--- src/rtl/scr_flow_pkg.sv ---
package scr_flow_pkg;

  typedef enum logic [1:0] {
    OP_SEQ = 2'b00,
    OP_RET = 2'b01,
    OP_INT = 2'b10,
    OP_RSV = 2'b11
  } flow_op_e;

  typedef enum logic [1:0] {
    ST_RUN  = 2'b00,
    ST_HALT = 2'b01,
    ST_IRQ  = 2'b10
  } run_state_e;

endpackage

--- src/rtl/scr_cond_eval.sv ---
module scr_cond_eval #(
  parameter int PHASE_W = 3,
  parameter int DATA_W  = 8
) (
  input  logic               use_carry_i,
  input  logic               phase_en_i,
  input  logic               data_en_i,
  input  logic               sense_i,
  input  logic [PHASE_W-1:0] exp_phase_i,
  input  logic [DATA_W-1:0]  exp_data_i,
  input  logic [DATA_W-1:0]  exp_mask_i,
  input  logic [PHASE_W-1:0] bus_phase_i,
  input  logic [DATA_W-1:0]  bus_data_i,
  input  logic               carry_i,
  output logic               raw_match_o,
  output logic               cond_hit_o
);

  // Bits excluded by the mask never cause a miss.
  function automatic logic masked_equal(input logic [DATA_W-1:0] a,
                                        input logic [DATA_W-1:0] b,
                                        input logic [DATA_W-1:0] excl);
    return ((a ^ b) & ~excl) == '0;
  endfunction

  logic phase_ok;
  logic data_ok;
  logic cmp_match;

  always_comb begin
    phase_ok    = !phase_en_i || (bus_phase_i == exp_phase_i);
    data_ok     = !data_en_i  || masked_equal(bus_data_i, exp_data_i, exp_mask_i);
    cmp_match   = phase_ok && data_ok;
    raw_match_o = use_carry_i ? carry_i : cmp_match;
    cond_hit_o  = sense_i ? raw_match_o : !raw_match_o;
  end

endmodule

--- src/rtl/scr_ptr_regs.sv ---
module scr_ptr_regs #(
  parameter int ADDR_W = 32,
  parameter int STEP   = 8
) (
  input  logic              clk,
  input  logic              rst_n,
  input  logic              exec_i,
  input  logic              ret_take_i,
  input  logic              host_wr_i,
  input  logic [ADDR_W-1:0] host_data_i,
  input  logic              ret_wr_i,
  input  logic [ADDR_W-1:0] ret_data_i,
  input  logic [ADDR_W-1:0] addr_field_i,
  output logic [ADDR_W-1:0] ip_q,
  output logic [ADDR_W-1:0] ret_q,
  output logic [ADDR_W-1:0] save_q
);

  localparam logic [ADDR_W-1:0] STEP_V = ADDR_W'(STEP);

  function automatic logic [ADDR_W-1:0] seq_next(input logic [ADDR_W-1:0] cur);
    return cur + STEP_V;
  endfunction

  logic [ADDR_W-1:0] ip_d;

  always_comb begin
    if (host_wr_i)       ip_d = host_data_i;
    else if (ret_take_i) ip_d = ret_q;
    else if (exec_i)     ip_d = seq_next(ip_q);
    else                 ip_d = ip_q;
  end

  always_ff @(posedge clk or negedge rst_n) begin
    if (!rst_n) begin
      ip_q   <= '0;
      ret_q  <= '0;
      save_q <= '0;
    end else begin
      ip_q <= ip_d;
      if (ret_wr_i) ret_q  <= ret_data_i;
      if (exec_i)   save_q <= addr_field_i;
    end
  end


  seq_step_chk: assert property (@(posedge clk) disable iff (!rst_n)
    (exec_i && !ret_take_i && !host_wr_i) |=> (ip_q == $past(ip_q) + STEP_V));


  ret_load_chk: assert property (@(posedge clk) disable iff (!rst_n)
    (ret_take_i && !host_wr_i) |=> (ip_q == $past(ret_q)));


  host_load_chk: assert property (@(posedge clk) disable iff (!rst_n)
    host_wr_i |=> (ip_q == $past(host_data_i)));


  save_hold_chk: assert property (@(posedge clk) disable iff (!rst_n)
    !exec_i |=> $stable(save_q));

endmodule

--- src/rtl/scr_run_ctl.sv ---
module scr_run_ctl
  import scr_flow_pkg::*;
(
  input  logic       clk,
  input  logic       rst_n,
  input  logic       int_take_i,
  input  logic       host_wr_i,
  input  logic       irq_ack_i,
  output logic       halted_q,
  output logic       irq_n_o,
  output run_state_e state_o
);

  logic pend_q;

  always_ff @(posedge clk or negedge rst_n) begin
    if (!rst_n) begin
      halted_q <= 1'b0;
      pend_q   <= 1'b0;
    end else begin
      if (host_wr_i)       halted_q <= 1'b0;
      else if (int_take_i) halted_q <= 1'b1;
      if (int_take_i)      pend_q <= 1'b1;
      else if (irq_ack_i)  pend_q <= 1'b0;
    end
  end

  always_comb begin
    irq_n_o = !pend_q;
    if (pend_q)        state_o = ST_IRQ;
    else if (halted_q) state_o = ST_HALT;
    else               state_o = ST_RUN;
  end


  irq_set_chk: assert property (@(posedge clk) disable iff (!rst_n)
    int_take_i |=> !irq_n_o);


  irq_hold_chk: assert property (@(posedge clk) disable iff (!rst_n)
    (!irq_n_o && !irq_ack_i) |=> !irq_n_o);


  halt_hold_chk: assert property (@(posedge clk) disable iff (!rst_n)
    (halted_q && !host_wr_i) |=> halted_q);


  resume_chk: assert property (@(posedge clk) disable iff (!rst_n)
    host_wr_i |=> !halted_q);

endmodule

--- src/rtl/scr_flow_ctl.sv ---
module scr_flow_ctl
  import scr_flow_pkg::*;
#(
  parameter int ADDR_W  = 32,
  parameter int PHASE_W = 3,
  parameter int DATA_W  = 8,
  parameter int STEP    = 8
) (
  input  logic               clk,
  input  logic               rst_n,
  input  logic               instr_valid,
  input  logic [1:0]         instr_op,
  input  logic               cond_carry,
  input  logic               cond_phase_en,
  input  logic               cond_data_en,
  input  logic               cond_sense,
  input  logic [PHASE_W-1:0] exp_phase,
  input  logic [DATA_W-1:0]  exp_data,
  input  logic [DATA_W-1:0]  exp_mask,
  input  logic [ADDR_W-1:0]  addr_field,
  input  logic [PHASE_W-1:0] bus_phase,
  input  logic [DATA_W-1:0]  bus_data,
  input  logic               alu_carry,
  input  logic               ret_load,
  input  logic [ADDR_W-1:0]  ret_load_addr,
  input  logic               host_ptr_wr,
  input  logic [ADDR_W-1:0]  host_ptr_data,
  input  logic               host_irq_ack,
  output logic               irq_n,
  output logic [ADDR_W-1:0]  ip_addr,
  output logic [ADDR_W-1:0]  status_vec,
  output logic [1:0]         run_status,
  output logic               fetch_en
);

  // Named internal events, visible to the assertions.
  logic       cond_hit;
  logic       raw_match;
  logic       halted;
  logic       exec_ev;
  logic       ret_take_ev;
  logic       int_take_ev;
  logic [ADDR_W-1:0] ret_addr;
  run_state_e state;
  flow_op_e   op;

  assign op          = flow_op_e'(instr_op);
  assign exec_ev     = instr_valid && !halted && !host_ptr_wr;
  assign ret_take_ev = exec_ev && (op == OP_RET) && cond_hit;
  assign int_take_ev = exec_ev && (op == OP_INT) && cond_hit;

  scr_cond_eval #(.PHASE_W(PHASE_W), .DATA_W(DATA_W)) u_cond (
    .use_carry_i (cond_carry),
    .phase_en_i  (cond_phase_en),
    .data_en_i   (cond_data_en),
    .sense_i     (cond_sense),
    .exp_phase_i (exp_phase),
    .exp_data_i  (exp_data),
    .exp_mask_i  (exp_mask),
    .bus_phase_i (bus_phase),
    .bus_data_i  (bus_data),
    .carry_i     (alu_carry),
    .raw_match_o (raw_match),
    .cond_hit_o  (cond_hit)
  );

  scr_ptr_regs #(.ADDR_W(ADDR_W), .STEP(STEP)) u_ptr (
    .clk          (clk),
    .rst_n        (rst_n),
    .exec_i       (exec_ev),
    .ret_take_i   (ret_take_ev),
    .host_wr_i    (host_ptr_wr),
    .host_data_i  (host_ptr_data),
    .ret_wr_i     (ret_load),
    .ret_data_i   (ret_load_addr),
    .addr_field_i (addr_field),
    .ip_q         (ip_addr),
    .ret_q        (ret_addr),
    .save_q       (status_vec)
  );

  scr_run_ctl u_run (
    .clk        (clk),
    .rst_n      (rst_n),
    .int_take_i (int_take_ev),
    .host_wr_i  (host_ptr_wr),
    .irq_ack_i  (host_irq_ack),
    .halted_q   (halted),
    .irq_n_o    (irq_n),
    .state_o    (state)
  );

  assign run_status = state;
  assign fetch_en   = !halted;


  carry_sel_chk: assert property (@(posedge clk) disable iff (!rst_n)
    cond_carry |-> (raw_match == alu_carry));


  host_wins_chk: assert property (@(posedge clk) disable iff (!rst_n)
    (host_ptr_wr && instr_valid) |=> $stable(status_vec));


  ret_old_chk: assert property (@(posedge clk) disable iff (!rst_n)
    (ret_take_ev && ret_load && !host_ptr_wr) |=> (ip_addr == $past(ret_addr)));

endmodule

--- config.mk ---
export PLATFORM = sky130hd
export DESIGN_NAME = scr_flow_ctl
export DESIGN_NICKNAME = d
export VERILOG_FILES = /design/src/rtl/scr_flow_pkg.sv /design/src/rtl/scr_cond_eval.sv /design/src/rtl/scr_ptr_regs.sv /design/src/rtl/scr_run_ctl.sv /design/src/rtl/scr_flow_ctl.sv
export SDC_FILE = /design/constraint.sdc
export NUM_CORES = 1
export LEC_CHECK = 0
export BUFFER_PORTS_ARGS = -buffer_cell sky130_fd_sc_hd__buf_4
export CELL_PAD_IN_SITES_DETAIL_PLACEMENT = 1
export CELL_PAD_IN_SITES_GLOBAL_PLACEMENT = 2
export CORE_MARGIN = 8
export CORE_UTILIZATION = 29
export DETAILED_ROUTE_END_ITERATION = 12
export PLACE_DENSITY_LB_ADDON = 0.25
export SETUP_SLACK_MARGIN = 0.5
export SKIP_CTS_REPAIR_TIMING = 1
export SKIP_LAST_GASP = 1
export SLEW_MARGIN = 20
export SYNTH_ARGS = -nofsm -noshare
export SYNTH_HDL_FRONTEND = slang
export SYNTH_SLANG_ARGS = --single-unit
--- constraint.sdc ---
create_clock -name clk -period 2.6 [get_ports clk]
set_input_delay 0.39 -clock clk [delete_from_list [all_inputs] [get_ports clk]]
set_output_delay 0.39 -clock clk [all_outputs]
set_load 0.02 [all_outputs]
# ---- Yosys cells after proc, flatten, opt, wreduce, memory -nomap -nowiden
# Cells that the tools add are included.
dict set report word_totals {
  register_bits 98
  in_bits 139
  out_inout_bits 68
  word_cells 42
}
dict set report classes {
  add_sub_neg 1
  eq_ne 3
  mux 11
  bitwise_logic 3
  n_reduce_logical 19
}
# cell n
set op_table {}
lappend op_table {{$mux W32} 3}
lappend op_table {{$add A32 B4 Y32 const B} 1}
lappend op_table {{$and A8 B8 Y8} 1}
lappend op_table {{$logic_not A8 Y1} 1}
lappend op_table {{$not A8 Y8} 1}
lappend op_table {{$xor A8 B8 Y8} 1}
lappend op_table {{$logic_and A1 B1 Y1} 7}
lappend op_table {{$mux W1} 7}
lappend op_table {{$logic_not A1 Y1} 6}
lappend op_table {{$reduce_bool A2 Y1} 2}
lappend op_table {{$eq A3 B3 Y1} 1}
lappend op_table {{$reduce_bool A3 Y1} 1}
lappend op_table {{$eq A2 B1 Y1 const B} 1}
lappend op_table {{$eq A2 B2 Y1 const B} 1}
lappend op_table {{$logic_or A1 B1 Y1} 2}
lappend op_table {{$mux W2} 1}

# ---- Longest topological paths before layout
# Gate-level depths: netlist (run 1).
dict set report depth {
  word_depth 11
  ltp_mapped 8
  ltp_nobuf 6
}

# ---- Modules after synthesis
# From an unflattened synthesis (run 1), not the netlist that was laid out.
dict set report hier_totals {
  cells_unflattened 434
  hier_area_um2 4878.4
}
# mod instances cells_per_inst area_each_um2 seq_area_each_um2
set by_module_without_submodules {}
lappend by_module_without_submodules {scr_ptr_regs 1 401 4596.9 2402.3}
lappend by_module_without_submodules {scr_cond_eval 1 20 158.9 0.0}
lappend by_module_without_submodules {scr_run_ctl 1 8 85.1 50.0}
lappend by_module_without_submodules {scr_flow_ctl 1 5 37.5 0.0}

# ---- Worst setup path before layout (run 1)
# OpenSTA, ideal clock, no wires.
dict set report synth_path {
  path_type {register -> register}
  start {register u_run.halted_q}
  end {register u_ptr.ip_q[4]}
  setup_time_ps 126
  t_arrival_ps 2016
  t_required_ps 2474
  setup_slack_ps 457
  path_stages_with_launch 8
  path_buffers 1
  synth_period_minus_slack_ps 2143
  path_cell_list {dfrtp_1 inv_1 nand2_1 nor2_1 nand2_1 or3_1 buf_6 a311o_1}
}
dict set report synth_via {
  elab_chain_cells 7
  elab_cells_between_ends 8
  classes_between {mux (2); reduce/logical (6)}
}
# element line
set synth_lines {}
lappend synth_lines {{from (decl)} scr_run_ctl.sv:9} ;# output logic halted_q,
lappend synth_lines {{from (signal assigned)} scr_run_ctl.sv:18} ;# halted_q <= 1'b0;
lappend synth_lines {{from (signal assigned)} scr_run_ctl.sv:21} ;# if (host_wr_i) halted_q <= 1'b0;
lappend synth_lines {{from (signal assigned)} scr_run_ctl.sv:22} ;# else if (int_take_i) halted_q <= 1'b1;
lappend synth_lines {{$logic_not A1 Y1 (*)} n/a}
lappend synth_lines {{named net fetch_en} scr_flow_ctl.sv:33} ;# output logic fetch_en
lappend synth_lines {{$logic_and A1 B1 Y1 (*) (2 in a row)} scr_flow_ctl.sv:48} ;# assign exec_ev = instr_valid && !halted && !host_ptr_wr;
lappend synth_lines {{$logic_and A1 B1 Y1 (2 in a row)} scr_flow_ctl.sv:49} ;# assign ret_take_ev = exec_ev && (op == OP_RET) && cond_hit;
lappend synth_lines {{$mux W32} scr_ptr_regs.sv:29} ;# else if (ret_take_i) ip_d = ret_q;
lappend synth_lines {{$mux W32} scr_ptr_regs.sv:28} ;# if (host_wr_i) ip_d = host_data_i;
lappend synth_lines {{to (signal assigned)} scr_ptr_regs.sv:40} ;# ip_q <= ip_d;
lappend synth_lines {{to (decl)} scr_ptr_regs.sv:14} ;# output logic [ADDR_W-1:0] ip_q,
# The timed path passes the listed nets; every way through them passes the cells marked *.
# A chain may end at the register's enable or synchronous reset.

# ---- Final worst setup path (run 1)
dict set report layout_path {
  start {input port exp_data[3]}
  end {register u_ptr.ip_q[4]}
}
dict set report layout_via {
  elab_chain_cells 11
  elab_cells_between_ends 12
  classes_between {mux (4); bitwise (2); reduce/logical (6)}
}
# element line
set layout_lines {}
lappend layout_lines {{from (decl)} scr_flow_ctl.sv:18} ;# input logic [DATA_W-1:0] exp_data,
lappend layout_lines {{$xor A8 B8 Y8 (*)} scr_cond_eval.sv:23} ;# return ((a ^ b) & ~excl) == '0;
lappend layout_lines {{$and A8 B8 Y8 (*)} scr_cond_eval.sv:23}
lappend layout_lines {{$logic_not A8 Y1 (*)} scr_cond_eval.sv:23}
lappend layout_lines {{$logic_or A1 B1 Y1 (*)} scr_cond_eval.sv:32} ;# data_ok = !data_en_i || masked_equal(bus_data_i, exp_data_i, exp_mask_i);
lappend layout_lines {{$logic_and A1 B1 Y1 (*)} scr_cond_eval.sv:33} ;# cmp_match = phase_ok && data_ok;
lappend layout_lines {{$mux W1 (*)} scr_cond_eval.sv:34} ;# raw_match_o = use_carry_i ? carry_i : cmp_match;
lappend layout_lines {{$logic_not A1 Y1} scr_cond_eval.sv:35} ;# cond_hit_o = sense_i ? raw_match_o : !raw_match_o;
lappend layout_lines {{$mux W1 (*)} scr_cond_eval.sv:35}
lappend layout_lines {{$logic_and A1 B1 Y1 (*)} scr_flow_ctl.sv:49}
lappend layout_lines {{$mux W32} scr_ptr_regs.sv:29}
lappend layout_lines {{$mux W32} scr_ptr_regs.sv:28}
# Mark *: on every way between the ends. The rest lies on a longest branch, timed or not.

==> results.rst, run 1 <==
.. list-table::
   :header-rows: 1

   * - Metric
     - Value
   * - Data arrival, critical path
     - around 2.3 ns
   * - Status
     - finished clean
   * - Cell repeated most along the worst path
     - sky130_fd_sc_hd__buf_4
   * - Fin crit share
     - 0.8126
   * - Maximum fanout along the worst path
     - 17
   * - CTS root buffer
     - sky130_fd_sc_hd__clkbuf_16
   * - Wirelength per Cell
     - 20.78 um
   * - Skew-Pair Late Insertion Delay
     - ~0.34 ns
   * - Endpoints failing hold
     - 0
   * - Total power
     - between 4000 and 5000 uW
   * - H-Tree Level Count
     - 3
   * - Area growth from synthesis to final layout
     - 41.74%
   * - Length of the first detailed-routing pass in iterations
     - 4
   * - Share of synthesized cell area in full adder, half adder and majority cells
     - 0.002366
   * - Fraction of layout instances using a drive strength above 1
     - 0.4779
   * - Clock-pin slew on the worst setup and hold paths
     - approximately 0.07 ns
   * - Most used cells in the layout excluding fill and tap cells
     - sky130_fd_sc_hd__buf_4, sky130_fd_sc_hd__dfrtp_1, sky130_fd_sc_hd__mux2_2
   * - Slew Limit Fails
     - 0
   * - # rows
     - 49
   * - Boundary pin count
     - 207
   * - Async SR Flop Fraction
     - 1.000
   * - Maximum operating frequency
     - between 400 and 500 MHz
   * - Clk sinks
     - slightly below 100
   * - Synthesized area per cell
     - ~11 sq um
   * - Sequential cell area
     - about 2500 sq um
   * - Sum of overflow across all layers after global routing
     - 0
   * - Largest family of logic cells by synthesized area
     - simple AND/OR/NAND/NOR gates
   * - TNS Setup
     - 0 ns
   * - Critical Path Sink
     - u_ptr.ip_q[4]
   * - Number of placed cells counting well taps
     - around 910
   * - Buffers on Ports
     - 206
   * - Via total after detailed routing
     - between 4,000 and 5,000
   * - TritonCTS clock tree
     - yes
   * - Post-synthesis simple-gate area fraction
     - 0.1469
   * - Post-synthesis instance area
     - around 5300 sq um
   * - Effective utilization at floorplan
     - 0.2954
   * - Max stage delay cell, worst path
     - sky130_fd_sc_hd__or3_1
   * - Die width
     - about 150 um
   * - Number of nets in the layout
     - between 800 and 900
   * - Number of buffers created by CTS
     - 9
   * - Final Routed Wirelength
     - roughly 19 mm
   * - Max transition margin
     - 0.5625
   * - Most common library cell in the layout ignoring fill and taps
     - sky130_fd_sc_hd__buf_4
   * - Number of design rule violations left after detail routing
     - 0
   * - Hpwl dp
     - ~15 mm
   * - Number of different library cells in the post-synthesis netlist
     - 46
   * - Pin count of the biggest net entering global routing
     - 64
   * - Slowest stage delay, CP
     - around 0.38 ns
   * - IR drop worst, VDD
     - between 0.3 and 0.4 mV
   * - Synthesized net count
     - ~640
   * - Core area
     - between 15,000 and 20,000 sq um
   * - Number of global-route vias before repair
     - 5,552
   * - Antenna Nets Post-Route
     - 0
   * - Yosys warnings
     - 0
   * - FILL cells
     - approximately 2,000
   * - Final weighted congestion of routability-driven global placement
     - between 0.7 and 0.8
   * - First-pass GRT wire length
     - 30.55 mm
   * - Final min period
     - roughly 2.1 ns
   * - Number of standard cells in the final layout excluding fillers
     - 930
   * - Multiplexer fraction of the synthesized cell area
     - 0.1422
   * - Die Outline Area
     - between 20,000 and 25,000 sq um
   * - DRT iter0 DRCs
     - 121
   * - Chip height
     - 151.0 um
   * - Buf+Inv Stages, Crit Path
     - 3
   * - Data required time at the worst endpoint
     - about 2.8 ns
   * - Power density over the cells
     - 608.1 nW/um^2
   * - Setup crit start
     - exp_data[3]
   * - Slack of the worst reg-to-reg path
     - between 0.6 and 0.7 ns
   * - Family with the most delay on the worst path
     - compound AO/OA/AOI/OAI gates
   * - Hold slack
     - 0.006501 ns
   * - Vias per cell
     - approximately 5.2
   * - Path type of the worst setup path
     - in -> reg
   * - Number of storage elements in the synthesis netlist
     - 98
   * - Cell depth of the worst flop-to-flop path
     - 7
   * - Levels on crit path
     - 9
   * - Total inserted antenna cells
     - 0
   * - Number of antenna violations at the first check in global routing
     - 0
   * - Slew at the pin closest to its max-slew limit
     - between 0.6 and 0.7 ns
   * - Dominant synthesized flop cell
     - sky130_fd_sc_hd__dfrtp_1
   * - Clock buffer depth
     - 2
   * - Launch instance of the worst register-to-register path
     - u_ptr.ip_q[9]
   * - Xor and xnor area share after synthesis
     - 0.05797
   * - Max-cap violations
     - 0
   * - Fraction of the mapped netlist area in compound gates
     - 0.1465
   * - GR Util All Layers
     - 0.1719
   * - Cells after synthesis
     - slightly below 500
   * - Clock skew after layout
     - just under 0.006 ns
   * - Number of enable flip-flop cells after synthesis
     - 0
   * - Share of the yosys chip area belonging to registers
     - 0.4638
   * - Reg2Reg Capture Point
     - u_ptr.ip_q[27]
   * - Critical-path cell list
     - buf_4 -> xnor2_1 -> o22ai_2 -> o41ai_2 -> buf_4 -> a21oi_4 -> or3_1 -> buf_12 -> a311o_1
   * - Class of the most critical hold timing path
     - in -> async
   * - RSZ-0062 raised after global routing
     - yes
   * - Final setup violating endpoints
     - 0
   * - Startpoint type of the worst setup path
     - input pin
   * - CP Capture Type
     - flip-flop
   * - Multi-input logic area
     - 2693 sq um
   * - Leakage component of the power
     - 0.003178 uW
layer usage:
metal / wire, um / vias to the layer above / track usage
li1: - / 2265 / -
met1: 7734 / 2417 / 0.1993
met2: 9571 / 152 / 0.2897
met3: 1783 / 14 / 0.06424
met4: 238 / 0 / 0.05245
met5: 0 / - / 0
flip-flops by register name, indices dropped and copies added (netlist names):
signal and flops:
u_run.halted_q 1, u_ptr.ret_q 32, u_ptr.save_q 32, u_run.pend_q 1, u_ptr.ip_q 32
where the power goes:
group	internal [uW]	switching [uW]	leakage [uW]	total, uW
Sequential	1740	223	0.00115	1960
Combinational	656	683	0.00190	1340
Clock	671	585	0.000131	1260
how the worst min path moves through the flow:
stage | slack, ns | startpoint | endpoint | cells past startpoint
after floorplan | 0.09 | rst_n | u_ptr.ip_q[0] | 0
after global placement | 0.40 | rst_n | u_ptr.ret_q[20] | 1
after detailed placement | 0.41 | rst_n | u_ptr.ret_q[28] | 1
after CTS | 0.02 | rst_n | u_ptr.ret_q[28] | 1
after global routing | 0.04 | rst_n | u_ptr.ret_q[31] | 1
final | 0.007 | rst_n | u_ptr.ret_q[28] | 1
synth_stat cells, drive strengths merged, types with 2 or more instances:
master | instances | area [sq um]
a211oi | 14 | 105.1
a21oi | 24 | 120.1
a311oi | 18 | 220.2
a31oi | 2 | 12.51
and3 | 3 | 18.77
and4 | 5 | 43.79
buf | 13 | 77.58
clkbuf | 24 | 90.09
dfrtp | 98 | 2452
inv | 12 | 45.04
mux2 | 65 | 732.0
mux2i | 2 | 20.02
nand2 | 29 | 108.9
nand3 | 12 | 60.06
nand4 | 9 | 56.30
nor2 | 8 | 30.03
nor2b | 4 | 25.02
nor3 | 11 | 60.06
nor4 | 28 | 181.4
o21ai | 31 | 155.2
o221ai | 3 | 26.28
o22ai | 4 | 25.02
o32ai | 3 | 26.28
or3 | 25 | 156.4
xnor2 | 15 | 131.4
xor2 | 20 | 175.2
cell families after synthesis:
kind of cell / Yosys count
and+or+nand+nor: 139
AOI/OAI and AO/OA: 107
adders and majority gates: 1
DFF: 98
buffers and inverters: 49
xor gates and xnor gates: 35
muxes: 67
worst reg2reg max path, cell delays in order (launching register included):
cell                       delay, ns
sky130_fd_sc_hd__dfrtp_2        0.45
sky130_fd_sc_hd__and4_1         0.27
sky130_fd_sc_hd__nand4_1        0.19
sky130_fd_sc_hd__nor2_1         0.23
sky130_fd_sc_hd__buf_4          0.18
sky130_fd_sc_hd__nand4_1        0.11
sky130_fd_sc_hd__xor2_1         0.17
sky130_fd_sc_hd__a311oi_2       0.26
layout make-up:
class	instances	area share
multi-input combinational	349	0.3593
sequential	98	0.3282
clock buffer	11	0.03239
timing repair buffer	226	0.2319
tap	229	0.03823
inverter	12	0.006010
clock inverter	5	0.004007
per-stage QoR:
| stage | utilization | worst slack, ns | cell area, sq um |
|---|---|---|---|
| final | 0.4186 | 0.4873 | 7495 |
| after global placement | 0.3999 | 0.1548 | 7159 |
| after global routing | 0.4186 | 0.4590 | 7495 |
| after CTS | 0.4152 | 0.4703 | 7432 |
| after detailed placement | 0.3999 | 0.1246 | 7159 |
| after floorplan | - | 0.5074 | 5296 |
(Power assumes the default switching activity.)
==> run 2, diff against run 1 <==
--- a/config.mk
+++ b/config.mk
@@ -5,11 +5,12 @@
 export SDC_FILE = /design/constraint.sdc
 export NUM_CORES = 1
 export LEC_CHECK = 0
+export ABC_AREA = 1
 export BUFFER_PORTS_ARGS = -buffer_cell sky130_fd_sc_hd__buf_4
 export CELL_PAD_IN_SITES_DETAIL_PLACEMENT = 1
 export CELL_PAD_IN_SITES_GLOBAL_PLACEMENT = 2
 export CORE_MARGIN = 8
-export CORE_UTILIZATION = 29
+export CORE_UTILIZATION = 27
 export DETAILED_ROUTE_END_ITERATION = 12
 export PLACE_DENSITY_LB_ADDON = 0.25
 export SETUP_SLACK_MARGIN = 0.5
==> constraint.sdc (replaced) <==
create_clock -name clk -period 2.2 [get_ports clk]
set_input_delay 0.33 -clock clk [delete_from_list [all_inputs] [get_ports clk]]
set_output_delay 0.33 -clock clk [all_outputs]
set_load 0.02 [all_outputs]
==> run 2 against run 1 <==
Against the previous run:
- combinational power increased by 19%
- power increased by 21%
- synthesized cell count increased by 39%
==> results.rst, run 2 <==
.. list-table::
   :header-rows: 1

   * - Metric
     - Value
   * - Status
     - finished clean
   * - Slowest stage delay, CP
     - 0.46 ns (+0.08 ns)
   * - Clk sinks
     - 98 (unchanged)
   * - Final min period
     - 1.882 ns
   * - Largest registers
     - u_ptr.ip_q (32), u_ptr.ret_q (32), u_ptr.save_q (32)
   * - Number of buffers created by CTS
     - 9 (unchanged)
   * - Post-synthesis instance area
     - 5399 sq um (+2.1%)
   * - Leakage component of the power
     - 0.004073 uW (+28%)
   * - Area growth from synthesis to final layout
     - 47.79%
   * - Die Outline Area
     - 24,780 sq um (+8.6%)
   * - Length of the first detailed-routing pass in iterations
     - 4 (unchanged)
   * - TritonCTS clock tree
     - yes
   * - Top-area cell type share of the netlist area
     - 0.4542 (-0.009566)
   * - Number of antenna violations at the first check in global routing
     - 0 (unchanged)
   * - Maximum operating frequency
     - around 530 MHz
   * - Async SR Flop Fraction
     - 1.000 (unchanged)
   * - Sum of overflow across all layers after global routing
     - 0 (unchanged)
   * - Die width
     - 157.4 um (+4.2%)
   * - Endpoints failing hold
     - 0 (unchanged)
   * - Placed Area
     - 7355 sq um (+2.7%)
   * - Logic gate share of total power
     - 0.289 (-0.005)
   * - CP Capture Type
     - flip-flop
   * - Switching share of total power
     - 0.3471 (+0.02004)
   * - GR Util All Layers
     - 0.1677 (-0.004206)
   * - Total inserted antenna cells
     - 0 (unchanged)
   * - Slew Limit Fails
     - 0 (unchanged)
   * - Final worst-path setup slack
     - 0.3181 ns (-0.1692 ns)
   * - Buffers on Ports
     - 206 (unchanged)
   * - Vias per cell
     - 4.664 (-11%)
   * - Setup crit start
     - u_ptr.ip_q[3]
   * - Clock buffer depth
     - 2 (unchanged)
   * - Antenna Nets Post-Route
     - 0 (unchanged)
   * - Number of global-route vias before repair
     - 6,067 (+9.3%)
   * - Skew-Pair Late Insertion Delay
     - 0.36 ns (+0.02 ns)
   * - Final weighted congestion of routability-driven global placement
     - 0.7776 (+5.2%)
   * - RSZ-0062 raised after global routing
     - yes
   * - Core area
     - 19,530 sq um (+9.1%)
   * - CTS root buffer
     - sky130_fd_sc_hd__clkbuf_16
   * - Total power
     - 5492 uW (+21%)
   * - Slew at the pin closest to its max-slew limit
     - 0.5831 ns (-0.07249 ns)
   * - Dominant synthesized flop cell
     - sky130_fd_sc_hd__dfrtp_1
   * - Effective utilization at floorplan
     - 0.2765 (-0.01886)
   * - Number of design rule violations left after detail routing
     - 0 (unchanged)
   * - Slack of the worst reg-to-reg path
     - 0.32 ns (-0.31 ns)
   * - Pin count of the biggest net entering global routing
     - 57 (-11%)
   * - Sequential cell fraction of total power
     - 0.415 (-0.016)
   * - DRT iter0 DRCs
     - 194 (+60%)
   * - Fin crit share
     - 0.8554
   * - Via total after detailed routing
     - 5,508 (+14%)
   * - Max-cap violations
     - 0 (unchanged)
   * - TNS Setup
     - 0 ns (unchanged)
   * - Number of different library cells in the post-synthesis netlist
     - 33 (-28%)
   * - Synthesized net count
     - 830 (+31%)
   * - Int Power
     - 3586 uW (+17%)
   * - Path type of the worst setup path
     - reg -> reg
   * - Boundary pin count
     - 207 (unchanged)
   * - Fraction of layout instances using a drive strength above 1
     - 0.3777 (-0.1002)
   * - Class of the most critical hold timing path
     - in -> reg
   * - Cell repeated most along the worst path
     - sky130_fd_sc_hd__nand2_1
   * - First-pass GRT wire length
     - 32.40 mm (+6.1%)
   * - Reg2Reg Capture Point
     - u_ptr.ip_q[27]
   * - Leading post-synthesis cells by cell area
     - sky130_fd_sc_hd__dfrtp_1, sky130_fd_sc_hd__nand2_1, sky130_fd_sc_hd__mux2_2
   * - Net Switching
     - 1907 uW (+28%)
   * - Critical-path cell list
     - ha_4 -> nand3_4 -> buf_12 -> nor3_4 -> buf_6 -> nand4_1 -> xnor2_1 -> nand2_1 -> nand3_1 -> nand2_1 -> nand2_1
   * - Clock skew after layout
     - 0.005972 ns (+0.00003367 ns)
   * - Finished Cell Area
     - 7979 sq um (+6.5%)
   * - Synthesized area per cell
     - 7.825 sq um (-27%)
   * - Launch instance of the worst register-to-register path
     - u_ptr.ip_q[3]
   * - Number of enable flip-flop cells after synthesis
     - 0 (unchanged)
   * - Most area-hungry cell type in the Yosys netlist
     - sky130_fd_sc_hd__dfrtp_1
   * - H-Tree Level Count
     - 3 (unchanged)
   * - Library cell with the highest instance count after synthesis
     - sky130_fd_sc_hd__nand2_1
   * - IR drop worst, VDD
     - 0.3514 mV (+9.4%)
   * - FILL cells
     - 2,406 (+19%)
   * - Clock-pin slew on the worst setup and hold paths
     - 0.07 ns (about the same)
   * - Most common library cell in the layout ignoring fill and taps
     - sky130_fd_sc_hd__nand2_1
   * - Number of storage elements in the synthesis netlist
     - 98 (unchanged)
   * - # rows
     - 51 (+4.1%)
   * - Wirelength per Cell
     - 17.65 um (-15%)
   * - Critical Path Sink
     - u_ptr.ip_q[27]
   * - Most used cells in the layout excluding fill and tap cells
     - sky130_fd_sc_hd__nand2_1, sky130_fd_sc_hd__buf_4, sky130_fd_sc_hd__dfrtp_1
   * - Share of the yosys chip area belonging to registers
     - 0.4542 (-0.009566)
   * - Hpwl dp
     - 15.48 mm (+5.3%)
   * - Final Routed Wirelength
     - 20.85 mm (+7.9%)
   * - Dpl ws
     - 0.2123 ns (+0.08771 ns)
   * - Startpoint type of the worst setup path
     - flip-flop
   * - Max transition margin
     - 0.6113 (+0.04880)
   * - Maximum fanout along the worst path
     - 5 (-12)
   * - Yosys warnings
     - 0 (unchanged)
   * - Power density over the cells
     - 688.4 nW/um^2 (+13%)
   * - Final design utilization
     - 0.4086 (-0.01002)
   * - Most used standard cells in the synthesized netlist
     - sky130_fd_sc_hd__nand2_1, sky130_fd_sc_hd__dfrtp_1, sky130_fd_sc_hd__nor2_1
   * - Cells after synthesis
     - 690 (+39%)
   * - Clock network power share
     - 0.296 (+0.020)
   * - Data required time at the worst endpoint
     - 2.45 ns (-0.38 ns)
   * - Data arrival, critical path
     - 2.13 ns (-0.21 ns)
   * - Max stage delay cell, worst path
     - sky130_fd_sc_hd__dfrtp_2
   * - Chip height
     - 157.4 um (+4.2%)
   * - Cell depth of the worst flop-to-flop path
     - 11 (+4)
   * - Number of nets in the layout
     - 1,051 (+26%)
   * - Final setup violating endpoints
     - 0 (unchanged)
run 2: changes by cell type after synthesis, moves of 28 or more:
cell / before / now
sky130_fd_sc_hd__mux2_2: 65 / 30
sky130_fd_sc_hd__nand2_1: 29 / 281
sky130_fd_sc_hd__nand3_1: 12 / 50
sky130_fd_sc_hd__nand4_1: 9 / 37
sky130_fd_sc_hd__nor2_1: 8 / 58
sky130_fd_sc_hd__o21ai_0: 31 / 2
run 2: cell families (layout without fill, tap and decap cells):
group | after synthesis | count (layout) | share of synthesized area
AOI/OAI and AO/OA | 8 | 8 | 0.007416
and+or+nand+nor | 455 | 455 | 0.3750
DFF | 98 | 98 | 0.4542
adders and majority gates | 1 | 1 | 0.002317
muxes | 30 | 30 | 0.06257
buffers and inverters | 68 | 294 | 0.04982
xor gates and xnor gates | 30 | 30 | 0.04867
run 2: layout make-up:
type	count	area [sq um]	share of cell area
clock buffer	10	239.0	0.02995
multi-input combinational	524	2826	0.3542
sequential	98	2470	0.3096
timing repair buffer	245	1924	0.2412
tap	265	331.6	0.04156
clock inverter	6	57.56	0.007213
inverter	33	130.1	0.01631
run 2: critical path, delay by kind of cell (launching register included):
family / cells / cell delay (ns)
xor gates and xnor gates: 1 / 0.19
adders and majority gates: 1 / 0.18
buffers and inverters: 2 / 0.28
and+or+nand+nor: 7 / 0.66
DFF: 1 / 0.46
run 2: routing by layer:
layer,vias to the layer above,routed length [um],GRT usage
li1,2652,-,-
met1,2689,8198,0.1810
met2,151,10650,0.2988
met3,16,1736,0.06745
met4,0,262,0.04397
met5,-,0,0
run 2: worst min path at each step:
stage / end / cells after the start / startpoint
2_1_floorplan: u_ptr.ip_q[0] / 0 / rst_n
3_3_place_gp: u_ptr.ret_q[9] / 1 / rst_n
5_1_grt: u_run.pend_q / 2 / host_irq_ack
6_report: u_run.pend_q / 2 / host_irq_ack
4_1_cts: u_ptr.ret_q[9] / 1 / rst_n
3_5_place_dp: u_ptr.ret_q[9] / 1 / rst_n
run 2: power by group through the flow:
stage	combinational (uW)	clock (uW)	sequential (uW)
floorplan	563	0	2470
global placement	1480	0	2300
detailed placement	1520	0	2310
CTS	1530	1680	2280
global route	1740	1740	2310
finish	1590	1630	2280
run 2: per-stage QoR:
stage	hold slack, ns	instances
global route	0.1429	1181
global placement	0.2339	1144
CTS	-0.1518	1160
floorplan	0.03441	690
detailed placement	0.2379	1144
finish	0.1533	1181
==> run 3, diff against run 2 <==
--- a/config.mk
+++ b/config.mk
@@ -12,7 +12,7 @@
 export CORE_MARGIN = 8
 export CORE_UTILIZATION = 27
 export DETAILED_ROUTE_END_ITERATION = 12
-export PLACE_DENSITY_LB_ADDON = 0.25
+export PLACE_DENSITY_LB_ADDON = 0.1
 export SETUP_SLACK_MARGIN = 0.5
 export SKIP_CTS_REPAIR_TIMING = 1
 export SKIP_LAST_GASP = 1
==> constraint.sdc (replaced) <==
create_clock -name clk -period 1.8 [get_ports clk]
set_input_delay 0.27 -clock clk [delete_from_list [all_inputs] [get_ports clk]]
set_output_delay 0.27 -clock clk [all_outputs]
set_load 0.02 [all_outputs]
==> run 3 against run 2 <==
Against the previous run:
- the run now ends with negative setup slack left
- clock skew increased by 0.0063 ns
- non-clock buffer count increased by 43
- routed wire length increased by 11%
- sequential share of layout area decreased by 2.2 points
- utilization increased by 3.2 points
- largest cell class unchanged
- largest power group unchanged
- highest routed layer unchanged
==> results.rst, run 3 (same netlist as run 2, synthesis figures left out) <==
.. list-table::
   :header-rows: 1

   * - Metric
     - Value
   * - Effective utilization at floorplan
     - 0.2765 (unchanged)
   * - IR drop worst, VDD
     - 0.4842 mV (+38%)
   * - # rows
     - 51 (unchanged)
   * - GR Util All Layers
     - 0.1760 (+0.008306)
   * - Hold slack
     - 0.09325 ns (-0.06008 ns)
   * - Total inserted antenna cells
     - 0 (unchanged)
   * - RSZ-0062 raised after global routing
     - yes
   * - Area growth from synthesis to final layout
     - 59.51%
   * - Startpoint type of the worst setup path
     - flip-flop
   * - Die Outline Area
     - 24,780 sq um (unchanged)
   * - Maximum operating frequency
     - 554.6 MHz (+4.4%)
   * - Final weighted congestion of routability-driven global placement
     - 0.7600 (-2.3%)
   * - Fin crit share
     - 1.002 (+0.1463)
   * - Data arrival, critical path
     - 2.07 ns (-0.06 ns)
   * - Most used cells in the layout excluding fill and tap cells
     - sky130_fd_sc_hd__nand2_1, sky130_fd_sc_hd__buf_4, sky130_fd_sc_hd__dfrtp_1
   * - Sum of overflow across all layers after global routing
     - 0 (unchanged)
   * - Die width
     - 157.4 um (unchanged)
   * - Chip height
     - 157.4 um (unchanged)
   * - TritonCTS clock tree
     - yes
   * - Slew at the pin closest to its max-slew limit
     - 0.5885 ns (+0.005382 ns)
   * - Number of design rule violations left after detail routing
     - 0 (unchanged)
   * - Number of global-route vias before repair
     - 6,133 (+1.1%)
   * - Final Routed Wirelength
     - 23.04 mm (+11%)
   * - Final setup violating endpoints
     - 1 (+1)
   * - CP Capture Type
     - flip-flop
   * - Maximum fanout along the worst path
     - 4 (-1)
   * - Data required time at the worst endpoint
     - 2.06 ns (-0.39 ns)
   * - Number of nets in the layout
     - 1,094 (+4.1%)
   * - Wirelength per Cell
     - 18.82 um (+6.6%)
   * - Vias per cell
     - 4.657 (-0.15%)
   * - Total power
     - 7115 uW (+30%)
   * - Path type of the worst setup path
     - reg -> reg
   * - Placed Area
     - 7589 sq um (+3.2%)
   * - Number of antenna violations at the first check in global routing
     - 0 (unchanged)
   * - Final worst-path setup slack
     - -0.003171 ns (-0.3212 ns)
   * - Power density over the cells
     - 826.2 nW/um^2 (+20%)
   * - Clk sinks
     - 98 (unchanged)
   * - Most common library cell in the layout ignoring fill and taps
     - sky130_fd_sc_hd__nand2_1
   * - Clock buffer depth
     - 2 (unchanged)
   * - First-pass GRT wire length
     - 33.71 mm (+4.1%)
   * - Fraction of layout instances using a drive strength above 1
     - 0.4213 (+0.04354)
   * - Core area
     - 19,530 sq um (unchanged)
   * - Clock skew after layout
     - 0.01227 ns (+0.006303 ns)
   * - Finished Cell Area
     - 8612 sq um (+7.9%)
   * - Number of buffers created by CTS
     - 9 (unchanged)
   * - Max-cap violations
     - 0 (unchanged)
   * - Via total after detailed routing
     - 5,700 (+3.5%)
   * - TNS Setup
     - -0.003171 ns (-0.003171 ns)
   * - Leakage component of the power
     - 0.004400 uW (+8.0%)
   * - Max transition margin
     - 0.6077 (-0.003588)
   * - Endpoints failing hold
     - 0 (unchanged)
   * - Failing checks
     - negative setup slack
   * - Hpwl dp
     - 16.44 mm (+6.2%)
   * - Length of the first detailed-routing pass in iterations
     - 5 (+1)
   * - Skew-Pair Late Insertion Delay
     - 0.36 ns (about the same)
   * - Pin count of the biggest net entering global routing
     - 51 (-11%)
   * - H-Tree Level Count
     - 3 (unchanged)
   * - Status
     - finished with violations
   * - Clock-pin slew on the worst setup and hold paths
     - 0.08 ns (about the same)
   * - Largest registers
     - u_ptr.ip_q (32), u_ptr.ret_q (32), u_ptr.save_q (32)
   * - Boundary pin count
     - 207 (unchanged)
   * - Class of the most critical hold timing path
     - in -> reg
   * - Antenna Nets Post-Route
     - 0 (unchanged)
   * - Dpl ws
     - -0.03289 ns (-0.2452 ns)
   * - Buffers on Ports
     - 206 (unchanged)
   * - Slew Limit Fails
     - 0 (unchanged)
   * - CTS root buffer
     - sky130_fd_sc_hd__clkbuf_16
   * - Final min period
     - 1.803 ns (-0.07875 ns)
   * - DRT iter0 DRCs
     - 176 (-9.3%)
-- run 3: cell count changes in the layout (fill, tap and decap cells not counted), moves of 2 or more --
cell / delta
sky130_fd_sc_hd__clkbuf_16: +5
sky130_fd_sc_hd__dfrtp_1: -7
sky130_fd_sc_hd__inv_8: +2
sky130_fd_sc_hd__buf_6: +21
sky130_fd_sc_hd__nand3_2: +3
sky130_fd_sc_hd__buf_4: +12
sky130_fd_sc_hd__nand2_4: +2
sky130_fd_sc_hd__dfrtp_2: +7
sky130_fd_sc_hd__nand3_1: -4
sky130_fd_sc_hd__buf_12: +4
sky130_fd_sc_hd__clkinv_4: -2
sky130_fd_sc_hd__nor2_4: +2
sky130_fd_sc_hd__nand2_2: -2
-- run 3: power breakdown --
group	switching (uW)	internal [uW]
clock network	1020	1130
registers	286	2500
logic	1140	1050
total	2440	4670
-- run 3: worst paths after layout --
check / start / to / slack, ns / cells after the start
max: u_ptr.ip_q[3] / u_ptr.ip_q[27] / -0.003 / 11
min: host_irq_ack / u_run.pend_q / 0.09 / 2
max reg2reg: u_ptr.ip_q[3] / u_ptr.ip_q[27] / -0.003 / 11
min reg2reg: u_ptr.save_q[9] / u_ptr.save_q[9] / 0.48 / 2
max in group asynchronous: rst_n / u_ptr.ip_q[24] / 0.81 / 3
min in group asynchronous: rst_n / u_ptr.ret_q[9] / 0.39 / 2
-- run 3: stage by stage --
| step | utilization | std cells |
|---|---|---|
| 2_1_floorplan | - | 690 |
| 3_3_place_gp | 0.3886 | 1164 |
| 3_5_place_dp | 0.3886 | 1164 |
| 4_1_cts | 0.4048 | 1180 |
| 5_1_grt | 0.4410 | 1224 |
| 6_report | 0.4410 | 1224 |
-- run 3: final cells by class --
class | instances | area, sq um
Sequential cell | 98 | 2479
Tap cell | 265 | 331.6
Clock buffer | 9 | 225.2
Inverter | 33 | 136.4
Timing Repair Buffer | 288 | 2471
Multi-Input combinational cell | 524 | 2878
Fill cell | 2388 | 10910
Clock inverter | 7 | 91.34
-- run 3: metal layers --
layer  up-vias  track usage  wire length (um)
met4         0      0.03944               366
li1       2734            -                 -
met1      2793       0.1955              9204
met3        25      0.06690              1806
met5         -            0                 0
met2       148       0.3128             11660
-- run 3: worst max-delay path, cell delays in order, from the launching register on --
cell	delay (ns)
sky130_fd_sc_hd__dfrtp_2	0.42
sky130_fd_sc_hd__ha_4	0.16
sky130_fd_sc_hd__nand3_4	0.09
sky130_fd_sc_hd__buf_4	0.15
sky130_fd_sc_hd__nor3_4	0.14
sky130_fd_sc_hd__buf_4	0.17
sky130_fd_sc_hd__nand4_1	0.14
sky130_fd_sc_hd__xnor2_1	0.16
sky130_fd_sc_hd__nand2_1	0.07
sky130_fd_sc_hd__nand3_1	0.07
sky130_fd_sc_hd__nand2_1	0.09
sky130_fd_sc_hd__nand2_1	0.05
